[src/rtl/twi_pkg.sv]
package twi_pkg;

  typedef enum logic [3:0] {
    ST_IDLE,
    ST_DEV,
    ST_ACK_DEV,
    ST_AHI,
    ST_ACK_AHI,
    ST_ALO,
    ST_ACK_ALO,
    ST_WDAT,
    ST_ACK_WDAT,
    ST_RDAT,
    ST_MACK,
    ST_IGNORE
  } twi_state_e;

endpackage

[src/rtl/twi_line_sync.sv]
module twi_line_sync #(
  parameter int STAGES = 2
) (
  input  logic clk,
  input  logic rst_n,
  input  logic scl_i,
  input  logic sda_i,
  output logic scl_s,
  output logic sda_s,
  output logic scl_rise,
  output logic scl_fall,
  output logic start_ev,
  output logic stop_ev
);

  logic [STAGES-1:0] scl_ff, sda_ff;
  logic scl_q, sda_q;

  generate
    genvar g;
    for (g = 0; g < STAGES; g++) begin : g_sync
      always_ff @(posedge clk or negedge rst_n) begin
        if (!rst_n) begin
          scl_ff[g] <= 1'b1;
          sda_ff[g] <= 1'b1;
        end else if (g == 0) begin
          scl_ff[g] <= scl_i;
          sda_ff[g] <= sda_i;
        end else begin
          scl_ff[g] <= scl_ff[(g == 0) ? 0 : g-1];
          sda_ff[g] <= sda_ff[(g == 0) ? 0 : g-1];
        end
      end
    end
  endgenerate

  assign scl_s = scl_ff[STAGES-1];
  assign sda_s = sda_ff[STAGES-1];

  always_ff @(posedge clk or negedge rst_n) begin
    if (!rst_n) begin
      scl_q <= 1'b1;
      sda_q <= 1'b1;
    end else begin
      scl_q <= scl_s;
      sda_q <= sda_s;
    end
  end

  assign scl_rise = scl_s & ~scl_q;
  assign scl_fall = ~scl_s & scl_q;
  assign start_ev = scl_s & scl_q & sda_q & ~sda_s;
  assign stop_ev  = scl_s & scl_q & ~sda_q & sda_s;

endmodule

[src/rtl/twi_regfile.sv]
module twi_regfile #(
  parameter int ADDR_W = 16,
  parameter int DATA_W = 8,
  parameter int DEPTH  = 256
) (
  input  logic              clk,
  input  logic              rst_n,
  input  logic              wr_en,
  input  logic [ADDR_W-1:0] wr_addr,
  input  logic [DATA_W-1:0] wr_data,
  input  logic [ADDR_W-1:0] rd_addr,
  output logic [DATA_W-1:0] rd_data
);

  localparam int IW = $clog2(DEPTH);

  function automatic logic in_bank(input logic [ADDR_W-1:0] a);
    return a < ADDR_W'(DEPTH);
  endfunction

  logic [DATA_W-1:0] mem [DEPTH];
  logic          wr_hit;
  logic [IW-1:0] wr_idx;

  assign wr_hit = wr_en & in_bank(wr_addr);
  assign wr_idx = wr_addr[IW-1:0];

  always_ff @(posedge clk or negedge rst_n) begin
    if (!rst_n) begin
      for (int i = 0; i < DEPTH; i++) mem[i] <= '0;
    end else if (wr_hit) begin
      mem[wr_idx] <= wr_data;
    end
  end

  assign rd_data = in_bank(rd_addr) ? mem[rd_addr[IW-1:0]] : '0;

  // a mapped write is held by the array on the next cycle
  p_write_lands_r4: assert property (@(posedge clk) disable iff (!rst_n)
    wr_hit |=> mem[$past(wr_idx)] == $past(wr_data));

endmodule

[src/rtl/twi_engine.sv]
module twi_engine #(
  parameter int ADDR_W = 16,
  parameter int DATA_W = 8
) (
  input  logic              clk,
  input  logic              rst_n,
  input  logic [6:0]        dev_addr,
  input  logic              scl_s,
  input  logic              sda_s,
  input  logic              scl_rise,
  input  logic              scl_fall,
  input  logic              start_ev,
  input  logic              stop_ev,
  input  logic [DATA_W-1:0] rd_data,
  output logic              sda_oe,
  output logic              wr_en,
  output logic [ADDR_W-1:0] wr_addr,
  output logic [DATA_W-1:0] wr_data,
  output logic [ADDR_W-1:0] rd_addr
);
  import twi_pkg::*;

  localparam int CW = $clog2(DATA_W) + 1;
  localparam logic [CW-1:0] LAST_BIT = CW'(DATA_W - 1);
  localparam logic [CW-1:0] FULL     = CW'(DATA_W);

  twi_state_e        st;
  logic [CW-1:0]     cnt;
  logic [DATA_W-1:0] rx, tx, hi_byte;
  logic [ADDR_W-1:0] ptr;
  logic              rw, m_ack;

  // named internal events
  logic bus_evt, byte_done, dev_done, addr_match, rx_state;
  assign bus_evt    = start_ev | stop_ev;
  assign rx_state   = (st == ST_DEV) | (st == ST_AHI) | (st == ST_ALO) | (st == ST_WDAT);
  assign byte_done  = rx_state & scl_fall & (cnt == FULL) & ~bus_evt;
  assign dev_done   = byte_done & (st == ST_DEV);
  assign addr_match = (rx[DATA_W-1:1] == dev_addr);

  always_ff @(posedge clk or negedge rst_n) begin
    if (!rst_n) begin
      st      <= ST_IDLE;
      cnt     <= '0;
      rx      <= '0;
      tx      <= '0;
      hi_byte <= '0;
      ptr     <= '0;
      rw      <= 1'b0;
      m_ack   <= 1'b0;
    end else if (start_ev) begin
      st  <= ST_DEV;
      cnt <= '0;
    end else if (stop_ev) begin
      st  <= ST_IDLE;
      cnt <= '0;
    end else begin
      unique case (st)
        ST_DEV, ST_AHI, ST_ALO, ST_WDAT: begin
          if (scl_rise) begin
            rx  <= {rx[DATA_W-2:0], sda_s};
            cnt <= cnt + 1'b1;
          end else if (byte_done) begin
            cnt <= '0;
            unique case (st)
              ST_DEV: begin
                if (addr_match) begin
                  rw <= rx[0];
                  st <= ST_ACK_DEV;
                end else begin
                  st <= ST_IGNORE;
                end
              end
              ST_AHI: begin
                hi_byte <= rx;
                st      <= ST_ACK_AHI;
              end
              ST_ALO: begin
                ptr <= {hi_byte, rx};
                st  <= ST_ACK_ALO;
              end
              default: begin
                ptr <= ptr + 1'b1;
                st  <= ST_ACK_WDAT;
              end
            endcase
          end
        end
        ST_ACK_DEV: begin
          if (scl_fall) begin
            if (rw) begin
              st <= ST_RDAT;
              tx <= rd_data;
            end else begin
              st <= ST_AHI;
            end
          end
        end
        ST_ACK_AHI: if (scl_fall) st <= ST_ALO;
        ST_ACK_ALO, ST_ACK_WDAT: if (scl_fall) st <= ST_WDAT;
        ST_RDAT: begin
          if (scl_fall) begin
            if (cnt == LAST_BIT) begin
              cnt <= '0;
              ptr <= ptr + 1'b1;
              st  <= ST_MACK;
            end else begin
              tx  <= {tx[DATA_W-2:0], 1'b0};
              cnt <= cnt + 1'b1;
            end
          end
        end
        ST_MACK: begin
          if (scl_rise) m_ack <= ~sda_s;
          if (scl_fall) begin
            if (m_ack) begin
              st <= ST_RDAT;
              tx <= rd_data;
            end else begin
              st <= ST_IGNORE;
            end
          end
        end
        default: ;
      endcase
    end
  end

  always_comb begin
    unique case (st)
      ST_ACK_DEV, ST_ACK_AHI, ST_ACK_ALO, ST_ACK_WDAT: sda_oe = 1'b1;
      ST_RDAT: sda_oe = ~tx[DATA_W-1];
      default: sda_oe = 1'b0;
    endcase
  end

  assign wr_en   = byte_done & (st == ST_WDAT);
  assign wr_addr = ptr;
  assign wr_data = rx;
  assign rd_addr = ptr;

  // a start always restarts the address phase from bit 0
  p_start_enters_dev_r1: assert property (@(posedge clk) disable iff (!rst_n)
    start_ev |=> (st == ST_DEV) && (cnt == '0));

  // a stop parks the slave with the line released
  p_stop_idles_r1: assert property (@(posedge clk) disable iff (!rst_n)
    (stop_ev && !start_ev) |=> (st == ST_IDLE) && !sda_oe);

  // a foreign device address never yields an acknowledge
  p_mismatch_quiet_r2: assert property (@(posedge clk) disable iff (!rst_n)
    (dev_done && !addr_match) |=> !sda_oe);

  // every stored byte moves the pointer on by one
  p_ptr_step_r4: assert property (@(posedge clk) disable iff (!rst_n)
    wr_en |=> ptr == $past(ptr) + 1'b1);

  // a no-acknowledge from the master releases the line
  p_nack_release_r7: assert property (@(posedge clk) disable iff (!rst_n)
    (st == ST_MACK && scl_fall && !m_ack && !bus_evt) |=> (st == ST_IGNORE) && !sda_oe);

  // drive state moves only while the clock is low
  p_oe_moves_low_r9: assert property (@(posedge clk) disable iff (!rst_n)
    !$stable(sda_oe) |-> !$past(scl_s));

endmodule

[src/rtl/twi_reg_slave.sv]
module twi_reg_slave #(
  parameter int ADDR_W      = 16,
  parameter int DATA_W      = 8,
  parameter int RF_DEPTH    = 256,
  parameter int SYNC_STAGES = 2
) (
  input  logic       clk,
  input  logic       rst_n,
  input  logic [6:0] dev_addr,
  input  logic       scl_i,
  input  logic       sda_i,
  output logic       sda_oe
);

  logic scl_s, sda_s, scl_rise, scl_fall, start_ev, stop_ev;
  logic              wr_en;
  logic [ADDR_W-1:0] wr_addr, rd_addr;
  logic [DATA_W-1:0] wr_data, rd_data;

  twi_line_sync #(.STAGES(SYNC_STAGES)) u_sync (
    .clk      (clk),
    .rst_n    (rst_n),
    .scl_i    (scl_i),
    .sda_i    (sda_i),
    .scl_s    (scl_s),
    .sda_s    (sda_s),
    .scl_rise (scl_rise),
    .scl_fall (scl_fall),
    .start_ev (start_ev),
    .stop_ev  (stop_ev)
  );

  twi_engine #(.ADDR_W(ADDR_W), .DATA_W(DATA_W)) u_engine (
    .clk      (clk),
    .rst_n    (rst_n),
    .dev_addr (dev_addr),
    .scl_s    (scl_s),
    .sda_s    (sda_s),
    .scl_rise (scl_rise),
    .scl_fall (scl_fall),
    .start_ev (start_ev),
    .stop_ev  (stop_ev),
    .rd_data  (rd_data),
    .sda_oe   (sda_oe),
    .wr_en    (wr_en),
    .wr_addr  (wr_addr),
    .wr_data  (wr_data),
    .rd_addr  (rd_addr)
  );

  twi_regfile #(.ADDR_W(ADDR_W), .DATA_W(DATA_W), .DEPTH(RF_DEPTH)) u_rf (
    .clk     (clk),
    .rst_n   (rst_n),
    .wr_en   (wr_en),
    .wr_addr (wr_addr),
    .wr_data (wr_data),
    .rd_addr (rd_addr),
    .rd_data (rd_data)
  );

endmodule

[config.mk]
export PLATFORM = sky130hd
export DESIGN_NAME = twi_reg_slave
export DESIGN_NICKNAME = d
export VERILOG_FILES = /design/src/rtl/twi_pkg.sv /design/src/rtl/twi_line_sync.sv /design/src/rtl/twi_regfile.sv /design/src/rtl/twi_engine.sv /design/src/rtl/twi_reg_slave.sv
export SDC_FILE = /design/constraint.sdc
export NUM_CORES = 2
export LEC_CHECK = 0
export BUFFER_PORTS_ARGS = -buffer_cell sky130_fd_sc_hd__buf_4
export CORE_UTILIZATION = 40
export CTS_CLUSTER_SIZE = 8
export DETAILED_ROUTE_END_ITERATION = 7
export PLACE_DENSITY_LB_ADDON = 0.3
export SYNTH_ARGS = -nofsm -noshare
export SYNTH_HDL_FRONTEND = slang
export SYNTH_SLANG_ARGS = --single-unit
export TNS_END_PERCENT = 10
[constraint.sdc]
create_clock -name clk -period 6.08 [get_ports clk]
set_input_delay 0 -clock clk [delete_from_list [all_inputs] [get_ports clk]]
set_output_delay 0 -clock clk [all_outputs]
set_load 0.005 [all_outputs]
# Yosys cells after proc, flatten, opt, wreduce, memory -nomap -nowiden
# Index checks and enable logic that the tools add are counted.
# classes
n_addsub,2
n_mul,0
n_div,0
n_lt_le_gt_ge,3
n_eq_ne,32
shifts,0
muxes,43
bitwise_logic,26
reduce_logical,17
# op_table
op,n
$bwmux W2048,1
$mux W8,10
$mux W4,18
$bmux W8 S8,1
$demux W8 S8,1
$mux W16,4
$pmux W16 S2,2
$ne A4 B1 Y1 const B,7
$pmux W4 S6,1
$pmux W8 S3,1
$eq A4 B3 Y1 const B,5
$reduce_and A9 Y1,2
$add A16 B1 Y16 const B,1
$eq A4 B4 Y1 const B,4
$lt A16 B9 Y1 const B,1
$ne A2 B1 Y1 const B,7
$and A1 B1 Y1,12
$pmux W4 S3,1
$ge A9 B9 Y1 const B,1
$lt A9 B1 Y1 const B,1
$not A1 Y1,9
$not A8 Y9,1
$eq A4 B2 Y1 const B,2
$pmux W4 S2,1
other kinds (21),29
# totals
register_bits,2104
latch_bits,0
ram_bits,0
romBits,0
inputBits,11
wordCells,393
memories,0

# Depth between registers and ports, before layout
# depth
word_depth,12
ltp_mapped,14

# Hierarchy
# A second synthesis with hierarchy kept.
# unflattened
cells_unflattened,6694
area_unflattened_um2,96984.3
# modules_own_cells
module,n_inst,cells_each,area_per_inst_um2
twi_regfile,1,6351,93744.9
twi_engine,1,333,3049.2
twi_line_sync,1,10,190.2

# Worst setup path after synthesis
# OpenSTA, ideal clock, no wires.
# synth_timing
path_kind,flip-flop to flip-flop
startpoint,"register u_engine.ptr[0], in the netlist u_engine.rd_addr[0]"
endpoint,register u_rf.mem[1672] (netlist name)
arrival_ps,3165
slack_ps,2790
path_stages_with_launch,13
synth_period_minus_slack_ps,3290
cell_sequence,dfrtp_1 > buf_2 > buf_2 > buf_2 > buf_2 > inv_2 > clkbuf_1 > ha_1 > clkbuf_1 > nand3_1 > buf_2 > nor2_2 > mux2_2
# synth_via
elab_chain_cells,6
word_cells_on_any_way,9
classes_between,3 x order compare; 3 x mux; 2 x bitwise; 1 x reduce/logical
# synth_lines
element,line,rtl
"start, declared",twi_engine.sv:30,logic [ADDR_W-1:0] ptr;
"start signal, assigned",twi_engine.sv:79,"ptr <= {hi_byte, rx};"
"start signal, assigned",twi_engine.sv:83,ptr <= ptr + 1'b1;
"start signal, assigned",twi_engine.sv:105,ptr <= ptr + 1'b1;
$not A8 Y9 (implied by the code),twi_regfile.sv:32,mem[wr_idx] <= wr_data;
$ge A9 B9 Y1 (implied by the code) or $lt A9 B1 Y1 (tied branches),twi_regfile.sv:32,
$logic_and A1 B1 Y1 (implied by the code),twi_regfile.sv:32,
$mux W8 (implied by the code),twi_regfile.sv:32,
$demux W8 S8,twi_regfile.sv:32,
$bwmux W2048,twi_regfile.sv:32,
"end signal, assigned by index",twi_regfile.sv:32,
"end, declared",twi_regfile.sv:21,logic [DATA_W-1:0] mem [DEPTH];
# Several ways; a longest one is shown, not always the timed one.
# A chain may end at the register's enable or synchronous reset.

# Worst setup path in the final report
# layout_timing
startpoint,register u_engine.st[3]
endpoint,register u_rf.mem[1950] (netlist name)
# layout_via
elab_chain_cells,9
word_cells_on_any_way,12
classes_between,4 x eq/ne; 8 x bitwise
# layout_lines
element,line,rtl
"start, declared",twi_engine.sv:27,twi_state_e st;
"start signal, assigned",twi_engine.sv:43,st <= ST_IDLE;
"start signal, assigned",twi_engine.sv:52,st <= ST_DEV;
"start signal, assigned",twi_engine.sv:55,st <= ST_IDLE;
$eq A4 B1 Y1 or $eq A4 B2 Y1 (tied branches),twi_engine.sv:36,assign rx_state = (st == ST_DEV) | (st == ST_AHI) | (st == ST_ALO) | (st == ST_WDAT);
$or A1 B1 Y1 (3 in a row),twi_engine.sv:36,
$and A1 B1 Y1 (3 in a row),twi_engine.sv:37,assign byte_done = rx_state & scl_fall & (cnt == FULL) & ~bus_evt;
$and A1 B1 Y1 *,twi_engine.sv:137,assign wr_en = byte_done & (st == ST_WDAT);
$and A1 B1 Y1 *,twi_regfile.sv:25,assign wr_hit = wr_en & in_bank(wr_addr);
# Mark *: on every way between the ends. The rest lies on a longest branch, timed or not.

==> impl_metrics.yaml <==
detailed_routing:
  drt-pass1-iter-count: 5
  routedWlPerCell_um: 28.9
  antenna_left: 0
  drt_wl_total_um: 281000
  drt_iter0_markers: 4973
  vias: 58000
  routed_via_density: 5.97
  drc: 0
final_layout:
  mostFrequentLayoutCells: "2085 x dfrtp_1, 1709 x mux2_2, 427 x mux4_2"
  fin_nets: 6504
  register_area_sq_mm: 0.0527
  multi_input_area_sq_mm: 0.0423
  final_common_cell: "dfrtp_1"
  utilization_pct: 45.3
  area_growth_pct: 12.3
  drive_gt1_share_pct: 42.7
  fillers: 21000
floorplanning:
  core_sq_mm: 0.241
  row_count: 180
  die_width_um: 495
  start_util_pct: 40.3
  io_pins: 12
  die_y_um: 495
  die_area_sq_mm: 0.245
power:
  static-leakage-power_nw: 50.6
  combPwrFrac_pct: 8.4
  swShare_pct: 26.8
  p_seq_share_pct: 44.9
  peakVddDrop_uv: 463
  internal_power_mw: 23.9
  p_sw_mw: 8.74
  p_per_area_mw_per_mm2: 299
  clkPwrFrac_pct: 46.7
flow_run:
  cap_viol_max_count: 0
placed_design:
  gp_congestion: 0.909
  port_buffers: 11
  hpwlAfterDp_um: 175000
  pre_cts_ws_ps: 1540
critical_path:
  slowest_stage: "nand3_2"
  path_cells: "inv_1, nand2_1, nor4_4, nand3_2, nor2_1, mux2_2"
  worstSetupStartpointType: "register"
  slowest_delay_ps: 1060
  required_ps: 6860
  endpoint_kind: "register"
  crit_fanout: 17
  critPathArrivalTime_ps: 5510
  worstSetupPathType: "register to register"
  crit_start: "u_engine.st[3]"
  worstReg2RegStart: "u_engine.st[3]"
timing:
  drv_slew: 80
  fmax_ghz: 0.211
  final_period_minus_worst_setup_slack_ps: 4730
  setup_tns_ps: 0
  fin_crit_sh_pct: 77.8
  setup_viol: 0
  worst_slew_pin_slew_ps: 1590
  setup_ws_ps: 1350
  hold_viol: 0
  skew_ps: 67.7
  rsz0062_at_grt: "no"
  slew_headroom_pct: -6.31
hold_path:
  hold_class: "primary input to register"
  min_from: "dev_addr[3]"
synthesis:
  async_flop_share_pct: 100
  synth_cells: 6505
  synthesis.nets: 6522
  ys_types: 77
  yosysSeqAreaShare_pct: 54.3
  synth_warnings: 0
  ys_ff_latch: 2104
  synthFlopType: "dfrtp_1"
  synth_area_per_cell_sq_um: 14.9
  syn_area_sq_mm: 0.0970
  synth-edff-count: 0
grt:
  overflow: 0
  grtUsageTotal_pct: 23.2
  antenna_found_initial: 6
  grt_max_degree: 221
  grt_pass1_wl_um: 423000
  grt_pass1_vias: 61100
clock_tree:
  cts_root_buf: "clkbuf_16"
  cts_buffer_depth: 4
  htreeDepth: 5
  numCtsBuffers: 313
  path_clk_slew_ps: 50
  cts_tree: "done"
  clock_sinks: 2104
  post_cts_buffers: 0
  clk_latency_ps: 940
run_status:
  violations: "slew limit"
  status: "finished, violations left"
[what timing repair did]
action / in CTS / in global routing
resized for setup: 0 / 0
endpoints found under the hold margin: 1121 / 0
hold buffers: 9 / 0
[power groups by stage]
stage	Clock, mW	Sequential, mW	Combinational (mW)
CTS	15.5	14.7	2.75
detailed placement	0	14.9	2.74
floorplan	0	14.4	1.73
global placement	0	14.9	2.67
global route	16.1	14.7	2.94
finish	15.2	14.7	2.73
[per-stage QoR]
stage	hold slack [ps]	total power [mW]	instances	cell area, sq um
5_1_grt	241	33.7	9713	109000
3_3_place_gp	72.0	17.5	9348	101000
3_5_place_dp	85.4	17.6	9348	101000
2_1_floorplan	-296	16.1	6505	97000
4_1_cts	209	32.9	9713	109000
6_report	264	32.6	9718	109000
[final timing paths]
| check | endpoint | cells after the start | slack (ps) |
|---|---|---|---|
| setup / recovery | u_rf.mem[1950] | 6 | 1350 |
| hold / removal | u_engine.st[3] | 7 | 260 |
| hold reg to reg | u_sync.sda_s | 0 | 350 |
| setup reg to reg | u_rf.mem[1950] | 6 | 1350 |
| min in group asynchronous | u_rf.mem[560] | 4 | 470 |
| max in group asynchronous | u_rf.mem[2004] | 5 | 4290 |
[synth_stat cells (6+ instances only)]
cell / number / area [sq um]
o22ai_1: 84 / 526
clkbuf_1: 333 / 1250
dfrtp_1: 2098 / 52500
nand4_1: 19 / 119
mux2i_1: 251 / 2510
buf_4: 15 / 113
mux2_2: 1709 / 19200
a21oi_1: 38 / 190
nand3_1: 76 / 380
and3_1: 15 / 93.8
buf_1: 31 / 116
nor2b_1: 24 / 150
nor4_1: 23 / 144
nor2_2: 70 / 438
nor3_1: 29 / 145
nand2_1: 252 / 946
dfstp_2: 6 / 158
ha_1: 6 / 75.1
o211ai_1: 21 / 158
a211oi_1: 12 / 90.1
a31oi_1: 15 / 93.8
and2_1: 8 / 50.1
inv_1: 11 / 41.3
a221oi_1: 18 / 158
a32o_1: 7 / 70.1
nor2_4: 40 / 450
mux4_2: 427 / 9620
a22oi_1: 56 / 420
a22o_1: 8 / 70.1
buf_2: 117 / 586
o221ai_1: 8 / 70.1
mux2_1: 368 / 4140
nand2b_1: 9 / 56.3
o31ai_1: 11 / 82.6
nor2_1: 108 / 405
o21ai_0: 68 / 340
a32oi_1: 7 / 61.3
[worst max-delay path, delay by kind of cell (launching register included)]
kind	cells	cell delay, ps
simple gates	4	3330
flops	1	530
mux	1	420
buf+inv	1	280
[per-layer routing]
metal / GRT usage [%] / vias up / share of wire, %
li1: - / 24100 / -
met1: 32.3 / 31700 / 44
met2: 36.2 / 1800 / 47
met3: 4.61 / 482 / 6.1
met4: 8.03 / 2 / 3.3
met5: 0 / - / 0.0043
[cells by family (layout without fill, tap and decap cells)]
logic type	count (synthesis)	in the layout	synth area share (%)
mux	2755	2755	36.6
flops	2104	2104	54.3
simple gates	709	709	3.85
buf+inv	511	534	2.20
compound gates	412	412	2.93
xor+xnor	8	8	0.0722
fa+ha+maj	6	6	0.0774
other cells	0	5	0
[layout make-up]
cell class	count	share of cell area [%]
antenna	5	0.0115
sequential	2104	48.4
timing repair buffer	165	1.50
multi-input combinational	3890	38.8
tap	3185	3.66
clock inverter	4	0.0356
inverter	13	0.0494
clock buffer	352	7.54
[sequential cells by signal, summed over array words and instances (netlist names)]
| name | flops |
|---|---|
| u_engine.rw | 1 |
| u_engine.wr_data | 8 |
| u_sync.sda_s | 1 |
| u_engine.m_ack | 1 |
| u_sync.sda_ff | 1 |
| u_sync.sda_q | 1 |
| u_rf.mem | 2048 |
| u_engine.cnt | 4 |
| u_engine.hi_byte | 8 |
| u_engine.rd_addr | 16 |
| u_sync.scl_ff | 1 |
| u_engine.st | 4 |
| u_sync.scl_q | 1 |
| u_engine.tx | 8 |
| u_sync.scl_s | 1 |
No activity file was read; power rests on OpenSTA's default activity.
